`config.mk`:
```
export PLATFORM = sky130hd
export DESIGN_NAME = rxq_frame_reader
export DESIGN_NICKNAME = d
export VERILOG_FILES = /design/src/rtl/rxq_pkg.sv /design/src/rtl/rxq_store.sv /design/src/rtl/rxq_shadow.sv /design/src/rtl/rxq_status.sv /design/src/rtl/rxq_frame_reader.sv
export SDC_FILE = /design/constraint.sdc
export NUM_CORES = 1
export LEC_CHECK = 0
export BUFFER_PORTS_ARGS = -buffer_cell sky130_fd_sc_hd__buf_2
export CAP_MARGIN = 20
export CORE_MARGIN = 1.5
export CORE_UTILIZATION = 31
export CTS_CLUSTER_SIZE = 28
export DETAILED_ROUTE_END_ITERATION = 12
export HOLD_SLACK_MARGIN = 0.08
export PLACE_DENSITY_LB_ADDON = 0.05
export SLEW_MARGIN = 20
export SYNTH_ARGS = -nofsm -noshare
export SYNTH_HDL_FRONTEND = slang
export SYNTH_SLANG_ARGS = --single-unit
```
`constraint.sdc`:
```
create_clock -name clk -period 21.8 [get_ports clk]
set_input_delay 4.36 -clock clk [delete_from_list [all_inputs] [get_ports clk]]
set_output_delay 4.36 -clock clk [all_outputs]
set_load 0.02 [all_outputs]
```
`src/rtl/rxq_pkg.sv`:
```
package rxq_pkg;
    localparam int WORD_W = 32;

    typedef struct packed {
        logic [WORD_W-1:0] id;
        logic [WORD_W-1:0] len;
        logic [WORD_W-1:0] d1;
        logic [WORD_W-1:0] d2;
    } rxq_frame_t;

    typedef enum logic [2:0] {
        RA_ID   = 3'd0,
        RA_LEN  = 3'd1,
        RA_D1   = 3'd2,
        RA_D2   = 3'd3,
        RA_STAT = 3'd4,
        RA_IEN  = 3'd5,
        RA_ICLR = 3'd6,
        RA_LVL  = 3'd7
    } rxq_addr_e;

    localparam int ST_W      = 3;
    localparam int ST_NEMPTY = 0;
    localparam int ST_UDF    = 1;
    localparam int ST_OVF    = 2;

    localparam logic [WORD_W-1:0] LEN_KEEP = 32'hF000_FFFF;

    function automatic logic [WORD_W-1:0] len_clean(input logic [WORD_W-1:0] v);
        return v & LEN_KEEP;
    endfunction
endpackage

```
`src/rtl/rxq_store.sv`:
```
module rxq_store
    import rxq_pkg::*;
#(
    parameter int DEPTH_FRAMES = 8,
    localparam int PTR_W = (DEPTH_FRAMES > 1) ? $clog2(DEPTH_FRAMES) : 1,
    localparam int CNT_W = $clog2(DEPTH_FRAMES + 1)
) (
    input  logic             clk,
    input  logic             rst,
    input  logic             push_req,
    input  rxq_frame_t       push_frame,
    input  logic             pop_req,
    output rxq_frame_t       head,
    output logic             push_ok,
    output logic             pop_ok,
    output logic [CNT_W+1:0] words
);
    rxq_frame_t        mem [DEPTH_FRAMES];
    logic [PTR_W-1:0]  wr_ptr, rd_ptr;
    logic [CNT_W-1:0]  cnt;
    logic              full, empty;

    assign full    = (cnt == CNT_W'(DEPTH_FRAMES));
    assign empty   = (cnt == '0);
    assign push_ok = push_req && !full;
    assign pop_ok  = pop_req && !empty;
    assign head    = mem[rd_ptr];
    assign words   = {cnt, 2'b00};

    function automatic logic [PTR_W-1:0] bump(input logic [PTR_W-1:0] p);
        return (p == PTR_W'(DEPTH_FRAMES - 1)) ? '0 : p + PTR_W'(1);
    endfunction

    always_ff @(posedge clk) begin
        if (push_ok) mem[wr_ptr] <= push_frame;
    end

    always_ff @(posedge clk) begin
        if (rst) begin
            wr_ptr <= '0;
            rd_ptr <= '0;
            cnt    <= '0;
        end else begin
            if (push_ok) wr_ptr <= bump(wr_ptr);
            if (pop_ok)  rd_ptr <= bump(rd_ptr);
            case ({push_ok, pop_ok})
                2'b10:   cnt <= cnt + CNT_W'(1);
                2'b01:   cnt <= cnt - CNT_W'(1);
                default: cnt <= cnt;
            endcase
        end
    end
endmodule

```
`src/rtl/rxq_shadow.sv`:
```
module rxq_shadow
    import rxq_pkg::*;
(
    input  logic       clk,
    input  logic       rst,
    input  logic       load,
    input  rxq_frame_t src,
    output rxq_frame_t shadow
);
    always_ff @(posedge clk) begin
        if (rst) begin
            shadow <= '0;
        end else if (load) begin
            shadow.id  <= src.id;
            shadow.len <= len_clean(src.len);
            shadow.d1  <= src.d1;
            shadow.d2  <= src.d2;
        end
    end
endmodule

```
`src/rtl/rxq_status.sv`:
```
module rxq_status
    import rxq_pkg::*;
(
    input  logic            clk,
    input  logic            rst,
    input  logic            nonempty,
    input  logic            set_udf,
    input  logic            set_ovf,
    input  logic            clr_we,
    input  logic [ST_W-1:0] clr_bits,
    input  logic            ien_we,
    input  logic [ST_W-1:0] ien_bits,
    output logic [ST_W-1:0] status,
    output logic [ST_W-1:0] ien,
    output logic            irq
);
    logic udf_q, ovf_q;

    always_ff @(posedge clk) begin
        if (rst) begin
            udf_q <= 1'b0;
            ovf_q <= 1'b0;
            ien   <= '0;
        end else begin
            if (set_udf)                      udf_q <= 1'b1;
            else if (clr_we && clr_bits[ST_UDF]) udf_q <= 1'b0;
            if (set_ovf)                      ovf_q <= 1'b1;
            else if (clr_we && clr_bits[ST_OVF]) ovf_q <= 1'b0;
            if (ien_we) ien <= ien_bits;
        end
    end

    always_comb begin
        status            = '0;
        status[ST_NEMPTY] = nonempty;
        status[ST_UDF]    = udf_q;
        status[ST_OVF]    = ovf_q;
    end

    assign irq = |(status & ien);
endmodule

```
`src/rtl/rxq_frame_reader.sv`:
```
module rxq_frame_reader
    import rxq_pkg::*;
#(
    parameter int DEPTH_FRAMES = 8,
    localparam int CAP_WORDS = DEPTH_FRAMES * 4,
    localparam int LVL_W = $clog2(DEPTH_FRAMES + 1) + 2
) (
    input  logic        clk,
    input  logic        rst,
    input  logic        frame_valid,
    input  logic [31:0] frame_id,
    input  logic [31:0] frame_len,
    input  logic [31:0] frame_d1,
    input  logic [31:0] frame_d2,
    input  logic        rd_en,
    input  logic [2:0]  rd_addr,
    output logic [31:0] rdata,
    input  logic        wr_en,
    input  logic [2:0]  wr_addr,
    input  logic [31:0] wdata,
    output logic        irq
);
    rxq_frame_t        in_frame, head, shadow;
    logic              push_ok, pop_ok, id_rd;
    logic [LVL_W-1:0]  words;
    logic [ST_W-1:0]   status, ien;
    logic [31:0]       rd_next;

    assign in_frame = '{id: frame_id, len: frame_len, d1: frame_d1, d2: frame_d2};
    assign id_rd    = rd_en && (rxq_addr_e'(rd_addr) == RA_ID);

    rxq_store #(.DEPTH_FRAMES(DEPTH_FRAMES)) u_store (
        .clk        (clk),
        .rst        (rst),
        .push_req   (frame_valid),
        .push_frame (in_frame),
        .pop_req    (id_rd),
        .head       (head),
        .push_ok    (push_ok),
        .pop_ok     (pop_ok),
        .words      (words)
    );

    rxq_shadow u_shadow (
        .clk    (clk),
        .rst    (rst),
        .load   (pop_ok),
        .src    (head),
        .shadow (shadow)
    );

    rxq_status u_status (
        .clk      (clk),
        .rst      (rst),
        .nonempty (words != '0),
        .set_udf  (id_rd && !pop_ok),
        .set_ovf  (frame_valid && !push_ok),
        .clr_we   (wr_en && (rxq_addr_e'(wr_addr) == RA_ICLR)),
        .clr_bits (wdata[ST_W-1:0]),
        .ien_we   (wr_en && (rxq_addr_e'(wr_addr) == RA_IEN)),
        .ien_bits (wdata[ST_W-1:0]),
        .status   (status),
        .ien      (ien),
        .irq      (irq)
    );

    always_comb begin
        case (rxq_addr_e'(rd_addr))
            RA_ID:   rd_next = pop_ok ? head.id : shadow.id;
            RA_LEN:  rd_next = shadow.len;
            RA_D1:   rd_next = shadow.d1;
            RA_D2:   rd_next = shadow.d2;
            RA_STAT: rd_next = 32'(status);
            RA_IEN:  rd_next = 32'(ien);
            RA_ICLR: rd_next = '0;
            RA_LVL:  rd_next = 32'(words);
            default: rd_next = '0;
        endcase
    end

    always_ff @(posedge clk) begin
        if (rst)        rdata <= '0;
        else if (rd_en) rdata <= rd_next;
    end
endmodule

```
Word-level counts from Yosys, hierarchy flattened
Memory sizes are Yosys's and may differ from the RTL's. A register that Yosys moved wholly into a read port is not among the register bits.
Index checks and enable logic that the tools add are counted.
W data, S select, Z words.
- bits in registers: 163
- RAM bits: 1024
- output and inout port bits: 33
- word-level logic and storage cells: 64
- memories: 1
- memories (memory ; words ; bits a word ; rd ports ; clocked after Yosys merged registers in ; write ports ; RTL line ; text):
    u_store.mem ; 8 ; 128 ; 1 ; 1 ; 1 ; rxq_store.sv:18 ; rxq_frame_t mem [DEPTH_FRAMES];
- $add $sub $neg: 4
- equal/unequal tests: 14
- mux-type cells: 13
- bitwise logic cells: 1
- reductions and logical operators: 20
- operators by type and width (cell ; count):
    $pmux W32 S8 ; 1
    $mux W32 ; 1
    $eq A3 B3 Y1 const B ; 8
    $mux W3 ; 4
    $logic_and A1 B1 Y1 ; 9
    $pmux W4 S2 ; 1
    $add A3 B1 Y3 const B ; 2
    $eq A3 B2 Y1 const B ; 2
    $mux W1 ; 6
    $reduce_bool A2 Y1 ; 3
    $reduce_bool A6 Y1 ; 1
    $add A4 B1 Y4 const B ; 1
    $eq A4 B4 Y1 const B ; 1
    $logic_not A1 Y1 ; 4
    $logic_not A4 Y1 ; 1
    $sub A4 B1 Y4 const B ; 1
    $and A3 B3 Y3 ; 1
    $eq A3 B1 Y1 const B ; 1
    $logic_not A3 Y1 ; 1
    $reduce_or A3 Y1 ; 1
    $eq A2 B1 Y1 const B ; 1
    $eq A2 B2 Y1 const B ; 1

Depth between registers and ports, before layout
- depth after elaboration: 6
- mapped depth: 14

Modules after synthesis
A second synthesis with hierarchy kept.
- cells, all modules: 2287
- area, all modules: 46579.7 um^2
- modules (own cells, without submodules) (module ; times used ; cells an instance ; area each (um^2)):
    rxq_store ; 1 ; 1558 ; 39595.5
    rxq_shadow ; 1 ; 387 ; 4197.8
    rxq_frame_reader ; 1 ; 320 ; 2576.2
    rxq_status ; 1 ; 22 ; 210.2

Worst setup path after synthesis
OpenSTA, ideal clock, no wires.
- kind: input to register
- start point: input port frame_valid
- end point: memory u_store.mem[0][0] (netlist name), enable pin
- setup time: 0.875 ns
- data arrival time: 15.702 ns
- data required time: 20.925 ns
- path slack: 5.223 ns
- stages on the path: 3
- cell sequence: a21bo_2 -> clkbuf_1 -> nor4_1
- word-level cells in the longest chain between the ends: 3
- ends and longest elaborated chain (item ; RTL line ; text):
    from (decl) ; rxq_frame_reader.sv:10 ; input logic frame_valid,
    $logic_and A1 B1 Y1 ; rxq_store.sv:25 ; assign push_ok = push_req && !full;
    $mux W1 ; rxq_store.sv:35 ; if (push_ok) mem[wr_ptr] <= push_frame;
    $mux W1 (not written as such) ; rxq_store.sv:35 ;
    to (decl) ; rxq_store.sv:18 ;
Every way passes these cells.

Worst setup path in the final report
- start point: input port rd_en
- end point: register rdata[14]
- word-level cells in the longest chain between the ends: 4
- ends and longest elaborated chain (item ; RTL line ; text):
    from (decl) ; rxq_frame_reader.sv:15 ; input logic rd_en,
    $logic_and A1 B1 Y1 ; rxq_frame_reader.sv:30 ; assign id_rd = rd_en && (rxq_addr_e'(rd_addr) == RA_ID);
    $logic_and A1 B1 Y1 ; rxq_store.sv:26 ; assign pop_ok = pop_req && !empty;
    $mux W32 ; rxq_frame_reader.sv:69 ; RA_ID: rd_next = pop_ok ? head.id : shadow.id;
    $pmux W32 S8 ; rxq_frame_reader.sv:68 ; case (rxq_addr_e'(rd_addr))
    to (signal assigned) ; rxq_frame_reader.sv:83 ; else if (rd_en) rdata <= rd_next;
    to (decl) ; rxq_frame_reader.sv:17 ; output logic [31:0] rdata,
Several ways; a longest one is shown, not always the timed one.
A chain may end at the register's enable or synchronous reset.

==> reports/qor.txt <==
Highest net fanout along the worst path - 93
Nets - 2556
PortBufs - 162
Cell seen most often among critical-path stages - sky130_fd_sc_hd__buf_4
Slew at the pin closest to its max-slew limit - 1060 ps
Number of cells traversed by the worst hold path - 2
Commonest non-fill, non-tap cell in the layout - sky130_fd_sc_hd__edfxtp_1
Summed area of non-filler cells in the final layout - 49000 um2
Leading cell types by total area after synthesis - sky130_fd_sc_hd__edfxtp_1 (66%), sky130_fd_sc_hd__mux4_2 (11%), sky130_fd_sc_hd__dfxtp_1 (7.9%)
Length of routed wiring on met1 - 52.8 mm
Register-to-Register Setup Slack - 17400 ps
Share of final-layout standard cells stronger than drive strength 1 - 28.3%
Remaining number of nets flagged by the antenna check after routing - 0
Clock insertion delay at the later pin of the skew report - 760 ps
Buffer depth of the longest clock path - 3
Worst setup skew after layout - 25.4 ps
Class of the worst hold path - reg2reg
Std-Cell Rows - 135
Startpoint kind of the worst setup timing path - input port
Adder and majority gate portion of the synthesized area - 0.208%
Worst min-delay path startpoint - u_store.rd_ptr[1]
Data arrival time of the critical path - 8580 ps
Fin. Hold Viols - 0
Lkg Pwr - 15.0 nW
Most used flip-flop cell after synthesis - sky130_fd_sc_hd__edfxtp_1
Highest-delay cell along the critical path - sky130_fd_sc_hd__buf_4
Number of synthesized register bits - 1094
Netlist cell types - 55
CTS Hold Bufs - 0
Number of detailed-route iterations in the first pass - 5
P per Cell Area - 93.8 nW/um2
Global-route wire length before repair - 166 mm
Drc violations - 0
DR vias/cell - 4.91
Gate count of the mapped netlist - 2184
Reported net switching power - 0.996 mW
CP Data Required Time - 22460 ps
Worst relative slew slack - 29.2%
Horizontal extent of the die - 372 um
Routed vias - 21000
Largest stage delay, worst path - 800 ps
Kind of end point of the critical path - flop
Clock network fraction of total power - 45.0%
Total setup buffers inserted after CTS - 0
Post-detail-place hpwl - 66.5 mm
Worst Reg2Reg Path Length in Cells - 6
Maxcap violations - 0
Worst VDD drop - 0.0791 mV
Buffering stage count on the worst path with inverters included - 6
Floorplan die height - 372 um
Setup TNS - 0 ps
Logic gate share of total power - 4.3%
Clk pin slew, worst setup/hold paths - 50 ps
Register share of total power - 50.7%
Area share of the leading cell type in the synthesized netlist - 66.2%
Number of antenna violations at the first check in global routing - 32
Number of gates resized after CTS - 0
Clock buffers created by TritonCTS - 132
Simple-gate share of the synthesized area - 3.39%
Largest area contributor in the netlist - sky130_fd_sc_hd__edfxtp_1
Unrepaired setup endpoints after global routing - no
Post-DP Area - 44900 um2
GRT Residual Overflow - 0
Share of the cycle needed by the critical path after routing - 36.4%
Worst Setup SP - rd_en
Max-slew violation count - 0
Async set-or-reset flop fraction in the synthesized netlist - 0%
Detailed Route Iter0 Violations - 1292
Final Routed Wirelength - 117 mm
Most frequent cells in the layout - sky130_fd_sc_hd__edfxtp_1 (928), sky130_fd_sc_hd__mux4_2 (215), sky130_fd_sc_hd__dfxtp_1 (163)
Time the final worst path needs with I/O delays and setup - 7930 ps
Yosys warning count - 0
WL met2 - 54.8 mm
Pin count of the biggest net entering global routing - 107
Cell area after synthesis - 42100 um2
Number of ports placed on the die boundary - 204
Met3 layer wire length in the routed design - 6.36 mm
Proportion of total power due to net switching - 21.7%
Starting density of the core - 31.2%
Number of enable flip-flop cells after synthesis - 928
Library cell used as clock root buffer - sky130_fd_sc_hd__clkbuf_16
Die Outline Area - 138000 um2
GRT Resource Usage Total - 17.1%
Clock tree from TritonCTS - yes
Avg Synthesized Cell Area - 19.3 um2
Post-DR wirelength/cell - 27.3 um
Top Family by Delay on Critical Path - buffers and inverters
Mapped Nets - 2362
Post-synthesis compound-gate area fraction - 5.42%
Top Metal Used - met5
CP Cell Sequence - buf_2, buf_4, nor4b_4, buf_4, nand2_8, inv_8, buf_4, buf_4, a31oi_1, a221oi_1
Run status - completed
Multiplexer fraction of the synthesized cell area - 15.1%
Setup Viol. Count Final - 0
Maximum clock frequency - 0.126 GHz
Fraction of the yosys area taken by sequential cells - 74.1%
TritonCTS Sinks - 1094
Core Region - 135000 um2
Post-synthesis xor/xnor area fraction - 0.0624%
End of the worst register-to-register path - u_shadow.shadow[18]
Dominant combinational cell family by area after synthesis - multiplexers
Internal power consumption - 3.60 mW
Critical Setup Path Class - in2reg
RD Place Congestion - 0.743
Area Growth Syn to Fin - 16.3%
Number of global-route vias before repair - 22000
H-tree levels - 4
[sequential cells by signal (all words and copies together), names as in the netlist, named ones only]
register         flops
u_store.mem        928
u_store.cnt          4
u_store.wr_ptr       3
u_shadow.shadow    116
u_status.udf_q       1
u_store.rd_ptr       3
u_status.ovf_q       1
rdata               32
u_status.ien         3
[kinds of logic after synthesis]
kind of cell	after synthesis
AOI/OAI and AO/OA	265
xor gates and xnor gates	3
adders and majority gates	7
buffers and inverters	155
DFF	1094
muxes	363
and+or+nand+nor	297
[worst max-delay path by stage]
stage,to,slack [ps],depth (start not counted)
global placement,rdata[14],13040,10
detailed placement,rdata[14],12990,10
floorplan,u_store.mem[0][0],5220,3
finish,rdata[14],13880,10
global route,rdata[14],13560,10
CTS,rdata[14],13790,10
[stage by stage]
stage          total power, mW  hold slack, ps  setup slack [ps]  instances  util [%]
2_1_floorplan             2.49             441              5220       2184         -
3_3_place_gp              2.57             448             13040       4025      33.2
3_5_place_dp              2.58             467             12990       4025      33.2
4_1_cts                   4.67             466             13790       4269      36.2
5_1_grt                   4.76             503             13560       4269      36.2
6_report                  4.59             469             13880       4270      36.2
[worst min-delay path, delay by kind of cell (launching register included)]
kind,cells,cell delay [ps]
flops,1,310
compound gates,1,70
simple gates,1,50
[cells in the mapped netlist (3+ instances only)]
cell type and instances:
sky130_fd_sc_hd__and2_1 3, sky130_fd_sc_hd__mux2_2 16, sky130_fd_sc_hd__clkbuf_1 77, sky130_fd_sc_hd__nor2b_1 36, sky130_fd_sc_hd__buf_6 11, sky130_fd_sc_hd__nor3_1 31
sky130_fd_sc_hd__inv_1 7, sky130_fd_sc_hd__nand3_1 5, sky130_fd_sc_hd__mux4_2 215, sky130_fd_sc_hd__o2bb2ai_1 12, sky130_fd_sc_hd__nand2_1 32, sky130_fd_sc_hd__o221ai_1 13
sky130_fd_sc_hd__nor2_1 141, sky130_fd_sc_hd__dfxtp_1 166, sky130_fd_sc_hd__a211oi_1 33, sky130_fd_sc_hd__mux2i_1 132, sky130_fd_sc_hd__a21oi_1 38, sky130_fd_sc_hd__o21ai_0 6
sky130_fd_sc_hd__nor4_1 18, sky130_fd_sc_hd__ha_1 7, sky130_fd_sc_hd__a21boi_1 10, sky130_fd_sc_hd__a221oi_1 14, sky130_fd_sc_hd__o21a_1 3, sky130_fd_sc_hd__nand2b_1 5
sky130_fd_sc_hd__buf_4 9, sky130_fd_sc_hd__a22oi_1 29, sky130_fd_sc_hd__a21boi_0 3, sky130_fd_sc_hd__buf_2 49, sky130_fd_sc_hd__or2_1 7, sky130_fd_sc_hd__xor2_1 3
sky130_fd_sc_hd__or2_2 6, sky130_fd_sc_hd__o22ai_1 8, sky130_fd_sc_hd__a31oi_1 14, sky130_fd_sc_hd__edfxtp_1 928, sky130_fd_sc_hd__or3_1 4, sky130_fd_sc_hd__a211oi_2 71
[power by group through the flow]
stage,clock network [mW],logic [mW],registers [mW]
CTS,2.14,0.204,2.33
global route,2.21,0.215,2.33
detailed placement,0,0.203,2.37
finish,2.07,0.196,2.33
floorplan,0,0.106,2.38
global placement,0,0.199,2.37
[layer usage]
metal  track usage, %  vias to the layer above
met5                0                        -
met4             5.08                       20
met3             4.38                      184
met2             27.0                      461
met1             23.3                    11000
li1                 -                     9308
[cell type report]
cell class                 count  area, um2
antenna                        1       2.50
clock buffer                 209       3790
clock inverter                35        277
fill                       12600      86200
inverter                       8       37.5
multi-input combinational    935      10200
sequential                  1094      31200
tap                         1781       2230
timing repair buffer         207       1220
Note: power is estimated with default switching activity, not from simulation.
